`src/rtl/acc_ro_pkg.sv`:
```
// Shared definitions for the accumulator readout path.
// Assumes a 2-bit format select in which codes 2 and 3 both mean unsigned.
package acc_ro_pkg;
    typedef enum logic [1:0] {
        RO_FRAC     = 2'd0,
        RO_SINT     = 2'd1,
        RO_UINT     = 2'd2,
        RO_UINT_ALT = 2'd3
    } ro_fmt_e;
endpackage

```
`src/rtl/ro_rne_round.sv`:
```
// Round-half-to-even stage. It adds one to an unsigned-encoded two's
// complement quotient when the remainder lies above the midpoint, or
// exactly at the midpoint with an odd quotient. The output is one bit
// wider than the quotient, so the increment can never wrap.
// Assumes REM_W >= 1.
module ro_rne_round #(
    parameter int Q_W   = 24,
    parameter int REM_W = 24
) (
    input  logic [Q_W-1:0]   q_in,
    input  logic [REM_W-1:0] rem_in,
    input  logic             en,
    output logic [Q_W:0]     q_out
);
    localparam logic [REM_W-1:0] HALF = {1'b1, {(REM_W-1){1'b0}}};

    logic inc;

    // Decide on the increment and form the sign-extended sum.
    always_comb begin
        inc   = en && ((rem_in > HALF) || ((rem_in == HALF) && q_in[0]));
        q_out = {q_in[Q_W-1], q_in} + {{Q_W{1'b0}}, inc};
    end
endmodule

```
`src/rtl/ro_sat_clamp.sv`:
```
// Signed narrowing with an optional clamp. The input fits when every bit
// from the top down to output bit OUT_W-1 agrees. When it does not fit
// and sat_en is high, the output becomes the extreme code with the input's
// sign. Otherwise the low OUT_W bits pass through.
// Assumes IN_W > OUT_W.
module ro_sat_clamp #(
    parameter int IN_W  = 48,
    parameter int OUT_W = 32
) (
    input  logic [IN_W-1:0]  val_in,
    input  logic             sat_en,
    output logic [OUT_W-1:0] val_out
);
    localparam int HI_W = IN_W - OUT_W + 1;

    logic [HI_W-1:0] hi_bits;
    logic            fits;

    // Test the range and choose between pass-through and the clamp code.
    always_comb begin
        hi_bits = val_in[IN_W-1:OUT_W-1];
        fits    = (&hi_bits) || !(|hi_bits);
        if (sat_en && !fits)
            val_out = val_in[IN_W-1] ? {1'b1, {(OUT_W-1){1'b0}}}
                                     : {1'b0, {(OUT_W-1){1'b1}}};
        else
            val_out = val_in[OUT_W-1:0];
    end
endmodule

```
`src/rtl/acc_readout.sv`:
```
// Accumulator readout: fractional (16/32-bit precision), signed integer or
// unsigned integer conversion of a two's complement accumulator into an
// OUT_W-bit word, registered once. Assumes ACC_W > OUT_W + GUARD_W and
// that GUARD_W + NARROW_W < ACC_W.
module acc_readout
    import acc_ro_pkg::*;
#(
    parameter int ACC_W    = 48,
    parameter int OUT_W    = 32,
    parameter int NARROW_W = 16,
    parameter int GUARD_W  = 8
) (
    input  logic             clk,
    input  logic             rst_n,
    input  logic [ACC_W-1:0] acc_in,
    input  logic [1:0]       fmt_sel,
    input  logic             su,
    input  logic             rt,
    input  logic             omc,
    output logic [OUT_W-1:0] result
);
    localparam int NRW_REM_W = GUARD_W + NARROW_W;
    localparam int NRW_Q_W   = ACC_W - NRW_REM_W;
    localparam int WIDE_Q_W  = ACC_W - GUARD_W;
    localparam int EXT_W     = OUT_W - NARROW_W;

    logic [NRW_Q_W:0]    nrw_rnd;
    logic [WIDE_Q_W:0]   wide_rnd;
    logic [NARROW_W-1:0] nrw_sat;
    logic [OUT_W-1:0]    wide_sat;
    logic [OUT_W-1:0]    sint_sat;
    logic [OUT_W-1:0]    uint_val;
    logic [OUT_W-1:0]    nrw_ext;
    logic [OUT_W-1:0]    next_word;
    ro_fmt_e             fmt;

    // Narrow fraction: the remainder is always rounded away.
    ro_rne_round #(.Q_W(NRW_Q_W), .REM_W(NRW_REM_W)) u_rnd_nrw (
        .q_in   (acc_in[ACC_W-1:NRW_REM_W]),
        .rem_in (acc_in[NRW_REM_W-1:0]),
        .en     (1'b1),
        .q_out  (nrw_rnd)
    );

    ro_sat_clamp #(.IN_W(NRW_Q_W + 1), .OUT_W(NARROW_W)) u_sat_nrw (
        .val_in  (nrw_rnd),
        .sat_en  (omc),
        .val_out (nrw_sat)
    );

    // Wide fraction: rounding is optional and drops GUARD_W bits.
    ro_rne_round #(.Q_W(WIDE_Q_W), .REM_W(GUARD_W)) u_rnd_wide (
        .q_in   (acc_in[ACC_W-1:GUARD_W]),
        .rem_in (acc_in[GUARD_W-1:0]),
        .en     (rt),
        .q_out  (wide_rnd)
    );

    ro_sat_clamp #(.IN_W(WIDE_Q_W + 1), .OUT_W(OUT_W)) u_sat_wide (
        .val_in  (wide_rnd),
        .sat_en  (omc),
        .val_out (wide_sat)
    );

    // Signed integer: clamping is unconditional.
    ro_sat_clamp #(.IN_W(ACC_W), .OUT_W(OUT_W)) u_sat_sint (
        .val_in  (acc_in),
        .sat_en  (1'b1),
        .val_out (sint_sat)
    );

    // Sign-extend the narrow fraction to the output width.
    generate
        if (EXT_W > 0) begin : g_ext
            assign nrw_ext = {{EXT_W{nrw_sat[NARROW_W-1]}}, nrw_sat};
        end else begin : g_noext
            assign nrw_ext = nrw_sat[OUT_W-1:0];
        end
    endgenerate

    // Unsigned integer: saturate to all ones when any upper bit is set.
    always_comb begin
        uint_val = (|acc_in[ACC_W-1:OUT_W]) ? {OUT_W{1'b1}} : acc_in[OUT_W-1:0];
    end

    // Choose the word for the selected format and precision.
    always_comb begin
        fmt = ro_fmt_e'(fmt_sel);
        unique case (fmt)
            RO_FRAC:              next_word = su ? nrw_ext : wide_sat;
            RO_SINT:              next_word = sint_sat;
            RO_UINT, RO_UINT_ALT: next_word = uint_val;
            default:              next_word = uint_val;
        endcase
    end

    // Capture the readout word; clear it under reset.
    always_ff @(posedge clk) begin
        if (!rst_n)
            result <= '0;
        else
            result <= next_word;
    end
endmodule

```
`config.mk`:
```
export PLATFORM = sky130hd
export DESIGN_NAME = acc_readout
export DESIGN_NICKNAME = d
export VERILOG_FILES = /design/src/rtl/acc_ro_pkg.sv /design/src/rtl/ro_rne_round.sv /design/src/rtl/ro_sat_clamp.sv /design/src/rtl/acc_readout.sv
export SDC_FILE = /design/constraint.sdc
export NUM_CORES = 1
export LEC_CHECK = 0
export BUFFER_PORTS_ARGS = -buffer_cell sky130_fd_sc_hd__buf_2
export CORE_MARGIN = 3
export CORE_UTILIZATION = 57
export CTS_CLUSTER_SIZE = 28
export DETAILED_ROUTE_END_ITERATION = 12
export PLACE_DENSITY = 0.82
export SYNTH_ARGS = -nofsm -noshare
export SYNTH_HDL_FRONTEND = slang
export SYNTH_HIERARCHICAL = 1
export SYNTH_SLANG_ARGS = --single-unit
export TNS_END_PERCENT = 20
```
`constraint.sdc`:
```
create_clock -name clk -period 4.2 [get_ports clk]
set_input_delay 0.84 -clock clk [delete_from_list [all_inputs] [get_ports clk]]
set_output_delay 0.84 -clock clk [all_outputs]
set_load 0.05 [all_outputs]
```
==> metrics.yaml, run 1 <==
route:
  drt-pass1-iter-count: 6
  via_per_inst: 6.611
  drt-total-wl_mm: 14.62
  drc: 0
  wire_per_inst_microns: 19.39
  ant_nets: 0
  via_count: 4985
  drt_iter0_drc: 529
floorplan:
  chipWidth_microns: 93.50
  chipHeight_microns: 93.50
  std_cell_rows: 31
  coreArea_sq_um: 7331
  pin_count: 87
  start_util_pct: 59.53
  die_area_sq_um: 8742
worst_setup_path:
  crit_arrival_ns: 4.26
  cp_max_fo: 15
  crit_start: "acc_in[12]"
  cp-end-kind: "flip-flop"
  cp-start-kind: "primary input"
  critPathKind: "primary input to flip-flop"
  required_ns: 4.42
synth:
  syn_area_sq_um: 4364
  async_flop_share_pct: 0
  synth_top_family_by_area: "simple AND/OR/NAND/NOR gates"
  yosys_warnings: 6
  muxShareOfSynthArea_pct: 4.386
  yosys.area_share.adder_pct: 1.147
  avgSynthCellArea_sq_um: 7.821
  synth_edf_count: 0
  ys_seq_area_share_pct: 14.68
  synthFlopType: "dfxtp_1"
  synthSimpleGateAreaFrac_pct: 31.48
  yosysUniqueCellTypes: 51
  synth_xor_area_share_pct: 12.04
  synth_compound_area_share_pct: 28.10
  synthCells: 558
  ys_ff_latch: 32
clock_network:
  cts_setup_buffers: 0
  cts.sinks: 32
  cts-htree-levels: 2
  hold_buffers: 0
  cts_root_buf: "clkbuf_8"
  cts_buffer_depth: 2
  cts_resized: 0
  numCtsBuffers: 5
  clk_pin_slew_worst_paths_ns: 0.07
  cts_tree: "yes"
finish:
  final-seq-area_sq_um: 640.6
  syn_to_final_growth_pct: 16.66
  fin_nets: 713
  reg.largest.list: "result: 32 flops"
  drive_above_1_share_pct: 29.62
  n_fill_cell: 632
  largest_reg_flops: 32
  top_register: "result"
  diodes: 0
  finish.utilization_pct: 69.45
  fin_area_sq_um: 5091
  stdcell_count: 754
  multi_input_area_sq_um: 3395
pwr:
  p_per_area_nw_per_um2: 224.6
  leakage_nw: 2.268
  ir_drop_v: 0.0001410
timing:
  fin_worst_hold_slack_ns: 0.8828
  setup_viol_count_final: 0
  final_hold_viol_count: 0
  rsz0062_at_grt: "no"
  min_period_ns: 4.042
  fin_crit_sh_pct: 96.24
  relSlewSlack_pct: 31.99
  setup_tns_ns: 0
  tightestPinTransition_ns: 1.020
  fmax_mhz: 247.4
  slew_viol_final: 0
global_routing:
  track_usage_pct: 32.71
  grt_max_degree: 35
  antenna_found_initial: 0
  grt-ovfl-total: 0
  grt_pass1_wl_mm: 23.03
  grt_pass1_vias: 4748
outcome:
  status: "completed"
run:
  maxCapViolCount: 0
worst_hold_path:
  hold_path.class: "primary input to flip-flop"
  min_from: "acc_in[4]"
place:
  dp_hpwl_mm: 10.69
  placed_cells: 746
  gp_congestion: 0.9757
  placed_area_sq_um: 4980
  portBuffers: 86
cells in the mapped netlist (3+ instances only):
master    count  share of area (%)
nand2_1      58                5.0
xnor2_1      44                8.8
nor3_1       42                4.8
a21o_1       41                7.1
a21oi_1      33                3.8
dfxtp_1      32                 15
o31ai_1      32                5.5
nand3_1      28                3.2
nand4_1      28                4.0
o221ai_1     22                4.4
nor2_1       19                1.6
mux2_2       16                4.1
xor2_1       16                3.2
nor4_1       15                2.2
buf_2        13                1.5
buf_6        13                3.4
clkbuf_1     13                1.1
nor2b_1      13                1.9
o221ai_2     10                3.4
and3_1        6               0.86
inv_1         6               0.52
nor4_4        6                2.9
a21o_2        5                1.0
and2b_1       4               0.69
buf_4         4               0.69
ha_1          4                1.1
and4_1        3               0.60
or2_1         3               0.43
layer usage:
layer | vias up | routed length, microns | global-route usage, %
li1 | 2303 | - | -
met1 | 2333 | 5894 | 40.09
met2 | 303 | 6850 | 54.26
met3 | 46 | 1422 | 7.401
met4 | 0 | 454 | 14.65
met5 | - | 0 | 0
cell families (layout without fill, tap and decap cells):
family,Yosys count,count (layout)
AND/OR/NAND/NOR,238,238
AO/OA/AOI/OAI,152,152
XOR/XNOR,60,60
buffers and inverters,54,150
flip-flops,32,32
multiplexers,17,17
adder cells (fa/ha/maj),4,4
other,1,2
critical path, stage by stage:
cell      delay, ns
buf_2          0.12
nor4_1         0.52
and4_1         0.27
a31oi_1        0.07
ha_1           0.22
ha_1           0.20
nand4_1        0.17
nor4_4         0.08
nand2_1        0.09
xnor2_1        0.14
nand4_1        0.19
o311ai_4       0.63
a21o_1         0.24
mux2_2         0.17
o221ai_1       0.12
a21oi_1        0.18
cell usage in the layout (no fill, tap or decap), types with 7 or more instances in the layout:
master | synthesis | layout
a21o_1 | 41 | 41
a21oi_1 | 33 | 33
buf_2 | 13 | 86
buf_4 | 4 | 48
dfxtp_1 | 32 | 32
mux2_2 | 16 | 16
nand2_1 | 58 | 58
nand3_1 | 28 | 28
nand4_1 | 28 | 28
nor2_1 | 19 | 19
nor2b_1 | 13 | 13
nor3_1 | 42 | 42
nor4_1 | 15 | 15
nor4_4 | 6 | 7
o221ai_1 | 22 | 22
o221ai_2 | 10 | 10
o31ai_1 | 32 | 32
xnor2_1 | 44 | 44
xor2_1 | 16 | 16
stage by stage:
stage	worst slack [ns]	power, mW
after floorplan	0.4985	0.6663
after global placement	0.04495	0.8158
after detailed placement	-0.02275	0.8259
after CTS	0.2589	1.135
after global routing	0.01916	1.192
final	0.1581	1.143
path summary, 6_finish.rpt:
kind	to	slack, ns	depth (start not counted)
max	result[7]$_SDFF_PN0_	0.16	16
min	result[4]$_SDFF_PN0_	0.88	3
area by class of cell:
| class | count | area share, % |
|---|---|---|
| clock buffer | 5 | 1.352 |
| clock inverter | 3 | 0.8356 |
| inverter | 8 | 0.5898 |
| multi-input combinational | 473 | 66.67 |
| sequential | 32 | 12.58 |
| tap | 99 | 2.433 |
| timing repair buffer | 134 | 15.53 |
power breakdown:
part | switching (mW) | internal (mW) | total (mW)
clock network | 0.136 | 0.176 | 0.312
registers | 0.00646 | 0.329 | 0.336
logic | 0.322 | 0.173 | 0.496
total | 0.465 | 0.678 | 1.14
(Power assumes the default switching activity.)
==> run 2: changes to the inputs <==
--- a/config.mk
+++ b/config.mk
@@ -10,7 +10,7 @@
 export CORE_UTILIZATION = 57
 export CTS_CLUSTER_SIZE = 28
 export DETAILED_ROUTE_END_ITERATION = 12
-export PLACE_DENSITY = 0.82
+export PLACE_DENSITY = 0.83
 export SYNTH_ARGS = -nofsm -noshare
 export SYNTH_HDL_FRONTEND = slang
 export SYNTH_HIERARCHICAL = 1
==> run 2 against run 1 <==
Compared with the run above: clock power shrank 27%; global-route usage increased by 0.18 points; critical endpoint is now result[8]$_SDFF_PN0_; flip-flop and latch count unchanged; sequential share of layout area decreased by 0.38 points; core utilization is 2.2 points higher; largest cell class unchanged; non-clock buffer count rose by 19; sequential power about the same; via count grew 2.5%; total power is 5.3% lower; largest power group unchanged; critical path depth rose by 1; final cell count grew 2.4%.
==> metrics.yaml, run 2 (same netlist as run 1, synthesis figures left out) <==
outcome:
  status: "completed"
finish:
  finish.utilization_pct: 71.63
  diodes: 0
  final_common_cell: "buf_2"
  drive_above_1_share_pct: 31.95
  syn_to_final_growth_pct: 20.33
  top_register: "result"
  fin_nets: 732
  reg.largest.list: "result: 32 flops"
  largest_reg_flops: 32
  n_fill_cell: 602
  final_cell_mix: "buf_2 (86), buf_4 (65), nand2_1 (58), xnor2_1 (43), nor3_1 (42)"
clock_network:
  clk_pin_slew_worst_paths_ns: 0.07
  cts_buffer_depth: 2
  cts_root_buf: "clkbuf_8"
  cts_tree: "yes"
  cts-htree-levels: 2
  cts.sinks: 32
  hold_buffers: 0
  numCtsBuffers: 5
worst_setup_path:
  critPathKind: "primary input to flip-flop"
  critPathSlowestCell: "nor4_1"
  cpLargestDelayFamily: "simple AND/OR/NAND/NOR gates"
  cp.depth: 17
  cp-start-kind: "primary input"
  critPathMaxStageDelay_ns: 0.61
  crit_arrival_ns: 4.28
  critical_path.cell_chain: "buf_2 > nor4_1 > and4_1 > a31oi_1 > ha_1 > ha_1 > nand4_1 > nor4_4 > nand2_1 > xnor2_2 > nand4_1 > o311ai_4 > buf_4 > a21o_1 > mux2_2 > o221ai_1 > a21oi_1"
  cp_max_fo: 6
  cp_num_buf_inv: 2
  cp-end-kind: "flip-flop"
  required_ns: 4.42
route:
  via_count: 5110
  drt-total-wl_mm: 14.68
  via_per_inst: 6.619
  drc: 0
  wire_per_inst_microns: 19.02
  ant_nets: 0
  drt_iter0_drc: 426
  drt-pass1-iter-count: 5
timing:
  tightestPinTransition_ns: 1.181
  fin_crit_sh_pct: 96.82
  fmax_mhz: 245.9
  setup_viol_count_final: 0
  rsz0062_at_grt: "no"
  relSlewSlack_pct: 21.25
  final_hold_viol_count: 0
  worst_slack_ns: 0.1334
  slew_viol_final: 0
  min_period_ns: 4.067
pwr:
  leakage_nw: 2.364
  internal-power_mw: 0.6305
  ir_drop_v: 0.0001435
  swShare_pct: 41.74
  combPwrFrac_pct: 47.8
  p_sw_mw: 0.4518
  p_per_area_nw_per_um2: 206.1
  power_mw: 1.082
  seqPwrFrac_pct: 31.1
  clock_power_share_pct: 21.1
floorplan:
  pin_count: 87
  coreArea_sq_um: 7331
  chipHeight_microns: 93.50
  die_area_sq_um: 8742
  std_cell_rows: 31
  start_util_pct: 59.53
  chipWidth_microns: 93.50
worst_hold_path:
  hold_path_depth: 3
  hold_path.class: "primary input to flip-flop"
global_routing:
  grt_pass1_vias: 4706
  grt_util_met3_pct: 6.114
  grt-ovfl-total: 0
  busiest_layer: "met2"
  antenna_found_initial: 1
  met1_usage_pct: 42.41
  grt_pass1_wl_mm: 23.05
  track_usage_pct: 32.88
  grt_max_degree: 35
  met2_usage_pct: 54.56
place:
  dp_hpwl_mm: 10.79
  place_ws_ns: -0.1294
  portBuffers: 86
  gp_congestion: 1.010
run:
  maxCapViolCount: 0
-- run 2: layer usage --
metal,routed length (microns),vias up
li1,-,2334
met1,5714,2357
met2,6811,356
met3,1668,61
met4,472,2
met5,13,-
-- run 2: stage by stage --
step / hold WS, ns / cell area (sq um) / TNS, ns / cells
6_report: 0.8745 / 5251 / 0 / 772
5_1_grt: 0.8817 / 5251 / 0 / 772
4_1_cts: 0.8728 / 5197 / 0 / 770
3_5_place_dp: 1.171 / 5120 / -2.039 / 763
3_3_place_gp: 1.163 / 5120 / -0.01925 / 763
2_1_floorplan: 0.9777 / 4368 / 0 / 559
-- run 2: path summary, 6_finish.rpt --
path	end	slack (ns)	startpoint
hold / removal	result[0]$_SDFF_PN0_	0.87	acc_in[0]
setup / recovery	result[8]$_SDFF_PN0_	0.13	acc_in[18]
-- run 2: cell type report --
type / instances / area (sq um) / share of cell area (%)
clock buffers: 6 / 72.57 / 1.382
clock inverters: 1 / 5.005 / 0.09531
inverters: 8 / 30.03 / 0.5718
multi-input cells: 473 / 3421 / 65.14
flip-flops and latches: 32 / 640.6 / 12.20
well taps: 99 / 123.9 / 2.359
repair buffers: 153 / 958.4 / 18.25
-- run 2: what timing repair did --
action | in CTS | in global routing
endpoints found under the hold margin | 0 | 0
setup buffers | 0 | 2
resized for setup | 0 | 4
endpoints found under the setup margin | 0 | 27
-- run 2: worst min-delay path, stage by stage --
cell and delay [ns]:
buf_2 0.11, nor3_1 0.05, a21oi_1 0.12
-- run 2: power groups by stage --
stage                     registers [mW]  logic, mW  clock network, mW
final                              0.337      0.517              0.229
after global routing               0.338      0.548              0.241
after CTS                          0.337      0.500              0.231
after detailed placement           0.343      0.498                  0
after global placement             0.342      0.487                  0
after floorplan                    0.436      0.231                  0
==> run 3: changes to the inputs <==
--- a/config.mk
+++ b/config.mk
@@ -5,6 +5,7 @@
 export SDC_FILE = /design/constraint.sdc
 export NUM_CORES = 1
 export LEC_CHECK = 0
+export ABC_AREA = 1
 export BUFFER_PORTS_ARGS = -buffer_cell sky130_fd_sc_hd__buf_2
 export CORE_MARGIN = 3
 export CORE_UTILIZATION = 57
@@ -13,6 +14,5 @@
 export PLACE_DENSITY = 0.83
 export SYNTH_ARGS = -nofsm -noshare
 export SYNTH_HDL_FRONTEND = slang
-export SYNTH_HIERARCHICAL = 1
 export SYNTH_SLANG_ARGS = --single-unit
 export TNS_END_PERCENT = 20
==> run 3 against run 2 <==
Compared with the run above: routed wire length grew 4.3%; core utilization shrank 4.4 points; clock-buffer cell count increased by 1; flip-flop and latch count is the same; via count is 7.4% higher; final cell count rose by 23%; largest cell class unchanged.
==> metrics.yaml, run 3 <==
worst_setup_path:
  required_ns: 4.41
  crit_arrival_ns: 4.12
  critPathSlowestCell: "nor4_2"
  crit_top_cell: "nand2_1"
  cp_max_fo: 17
  cp-end-kind: "flip-flop"
  critPathKind: "primary input to flip-flop"
  cp_num_buf_inv: 2
  cp-start-kind: "primary input"
  critPathMaxStageDelay_ns: 0.30
  cpLargestDelayFamily: "simple AND/OR/NAND/NOR gates"
  critical_path.cell_chain: "buf_2 > nor4_2 > nand4_1 > nor4_1 > a41oi_1 > ha_1 > ha_1 > inv_1 > nor2_2 > nand2_2 > nor2_4 > nand2_1 > nand2_1 > nand2_1 > nand2_1 > nor2_1 > nand3b_2 > nand4_4 > nand3_4 > nand2_1 > nand2_1 > a21oi_2"
global_routing:
  grt_pass1_vias: 4925
  grt_pass1_wl_mm: 24.38
  antenna_found_initial: 0
  track_usage_pct: 34.82
  grt_max_degree: 33
  grt-ovfl-total: 0
route:
  via_count: 5487
  route.top_layer_used: "met4"
  drt-pass1-iter-count: 5
  via_per_inst: 5.776
  wire_per_inst_microns: 16.11
  wl_met1_mm: 6.654
  drt_iter0_drc: 500
  drc: 0
  ant_nets: 0
  drt-total-wl_mm: 15.31
  dr_wl_met2_mm: 6.588
  wl_met3_mm: 1.660
synth:
  synthFlopType: "dfxtp_1"
  synth_edf_count: 0
  synth.most_common_cell: "nand2_1"
  avgSynthCellArea_sq_um: 5.621
  synth_top_family_by_area: "simple AND/OR/NAND/NOR gates"
  yosysUniqueCellTypes: 39
  synth_compound_area_share_pct: 14.59
  synthCells: 784
  muxShareOfSynthArea_pct: 0
  ys_seq_area_share_pct: 14.54
  synth_xor_area_share_pct: 7.922
  yosys.area_share.adder_pct: 1.136
  synth_top_cell_by_area: "nand2_1"
  synth_nets: 843
  synth_top_area_share_pct: 24.19
  yosys_warnings: 0
  synth_common_cells: "nand2_1 (284), nor2_1 (71), nand3_1 (65)"
  ys_ff_latch: 32
  synthSimpleGateAreaFrac_pct: 51.33
  synthTopCellsByArea: "nand2_1 (24%), dfxtp_1 (15%), nand3_1 (7.4%)"
  async_flop_share_pct: 0
  syn_area_sq_um: 4407
floorplan:
  pin_count: 87
  chipHeight_microns: 93.93
  start_util_pct: 59.80
  die_area_sq_um: 8822
  coreArea_sq_um: 7370
  chipWidth_microns: 93.93
  std_cell_rows: 31
clock_network:
  cts.sinks: 32
  cts_buffer_depth: 2
  cts_root_buf: "clkbuf_8"
  cts-htree-levels: 2
  numCtsBuffers: 5
  hold_buffers: 0
  clk_pin_slew_worst_paths_ns: 0.07
  cts_setup_buffers: 0
  cts_tree: "yes"
place:
  gp_congestion: 1.075
  dp_hpwl_mm: 12.19
  portBuffers: 86
  placed_area_sq_um: 4855
timing:
  fmax_mhz: 255.3
  min_period_ns: 3.917
  relSlewSlack_pct: 14.90
  slew_viol_final: 0
  rsz0062_at_grt: "no"
  setup_viol_count_final: 0
  tightestPinTransition_ns: 1.275
  fin_crit_sh_pct: 93.25
  final_hold_viol_count: 0
worst_hold_path:
  min_to: "result[4]$_SDFF_PN0_"
  hold_path_depth: 5
  hold_path.class: "primary input to flip-flop"
  min_from: "acc_in[4]"
finish:
  largest_reg_flops: 32
  reg.largest.list: "result: 32 flops"
  fin_area_sq_um: 4957
  final_common_cell: "nand2_1"
  drive_above_1_share_pct: 20.33
  diodes: 0
  syn_to_final_growth_pct: 12.49
  fin_nets: 910
  top_register: "result"
  final_cell_mix: "nand2_1 (284), buf_2 (86), nor2_1 (70), nand3_1 (65), inv_1 (60)"
pwr:
  ir_drop_v: 0.0001519
  power_mw: 1.006
  p_per_area_nw_per_um2: 203.0
  leakage_nw: 2.411
run:
  maxCapViolCount: 0
outcome:
  status: "completed"
[run 3: tightest hold or removal path, delay by kind of cell]
kind,cells,cell delay (ns)
AO/OA/AOI/OAI,2,0.20
buffers and inverters,2,0.12
AND/OR/NAND/NOR,1,0.07
[run 3: layer usage]
metal  track usage [%]  vias up
li1                  -     2624
met1             50.85     2487
met2             52.87      333
met3             5.609       43
met4             8.905        0
met5                 0        -
[run 3: metrics by stage]
step / hold WS (ns) / utilization, % / TNS, ns / std cells / setup slack (ns)
2_1_floorplan: 1.022 / - / 0 / 784 / 0.7885
3_3_place_gp: 1.249 / 65.87 / 0 / 943 / 0.08237
3_5_place_dp: 1.276 / 65.87 / -0.005863 / 943 / -0.004501
4_1_cts: 0.9850 / 67.18 / 0 / 950 / 0.2771
5_1_grt: 1.024 / 67.27 / 0 / 950 / 0.04766
6_report: 0.9831 / 67.27 / 0 / 950 / 0.2833
[run 3: power breakdown]
part	internal, mW	switching, mW
sequential	0.326	0.00509
combinational	0.116	0.295
clock	0.146	0.119
total	0.588	0.419
[run 3: how the worst max path moves through the flow]
| stage | from | end | slack (ns) | cells past startpoint |
|---|---|---|---|---|
| 3_5_place_dp | acc_in[24] | result[22]$_SDFF_PN0_ | -0.005 | 22 |
| 6_report | acc_in[24] | result[17]$_SDFF_PN0_ | 0.28 | 22 |
| 3_3_place_gp | acc_in[24] | result[20]$_SDFF_PN0_ | 0.08 | 20 |
| 4_1_cts | acc_in[24] | result[17]$_SDFF_PN0_ | 0.28 | 22 |
| 5_1_grt | acc_in[24] | result[31]$_SDFF_PN0_ | 0.05 | 22 |
| 2_1_floorplan | acc_in[3] | result[14]$_SDFF_PN0_ | 0.79 | 25 |
[run 3: cell families (layout without fill, tap and decap cells)]
family | count (synthesis) | count (layout)
AOI/OAI and AO/OA | 107 | 107
xor gates and xnor gates | 39 | 39
adders and majority gates | 4 | 4
buffers and inverters | 107 | 174
DFF | 32 | 32
and+or+nand+nor | 495 | 495
[run 3: cell type report]
cell class,count,area [sq um]
Multi-Input combinational cell,645,3323
Inverter,74,277.8
Clock buffer,7,96.34
Timing Repair Buffer,93,495.5
Tap cell,99,123.9
Sequential cell,32,640.6
Fill cell,702,2412
[run 3: repair_timing]
item,CTS,global route
endpoints found under the hold margin,0,0
resized for setup,0,1
endpoints found under the setup margin,0,17
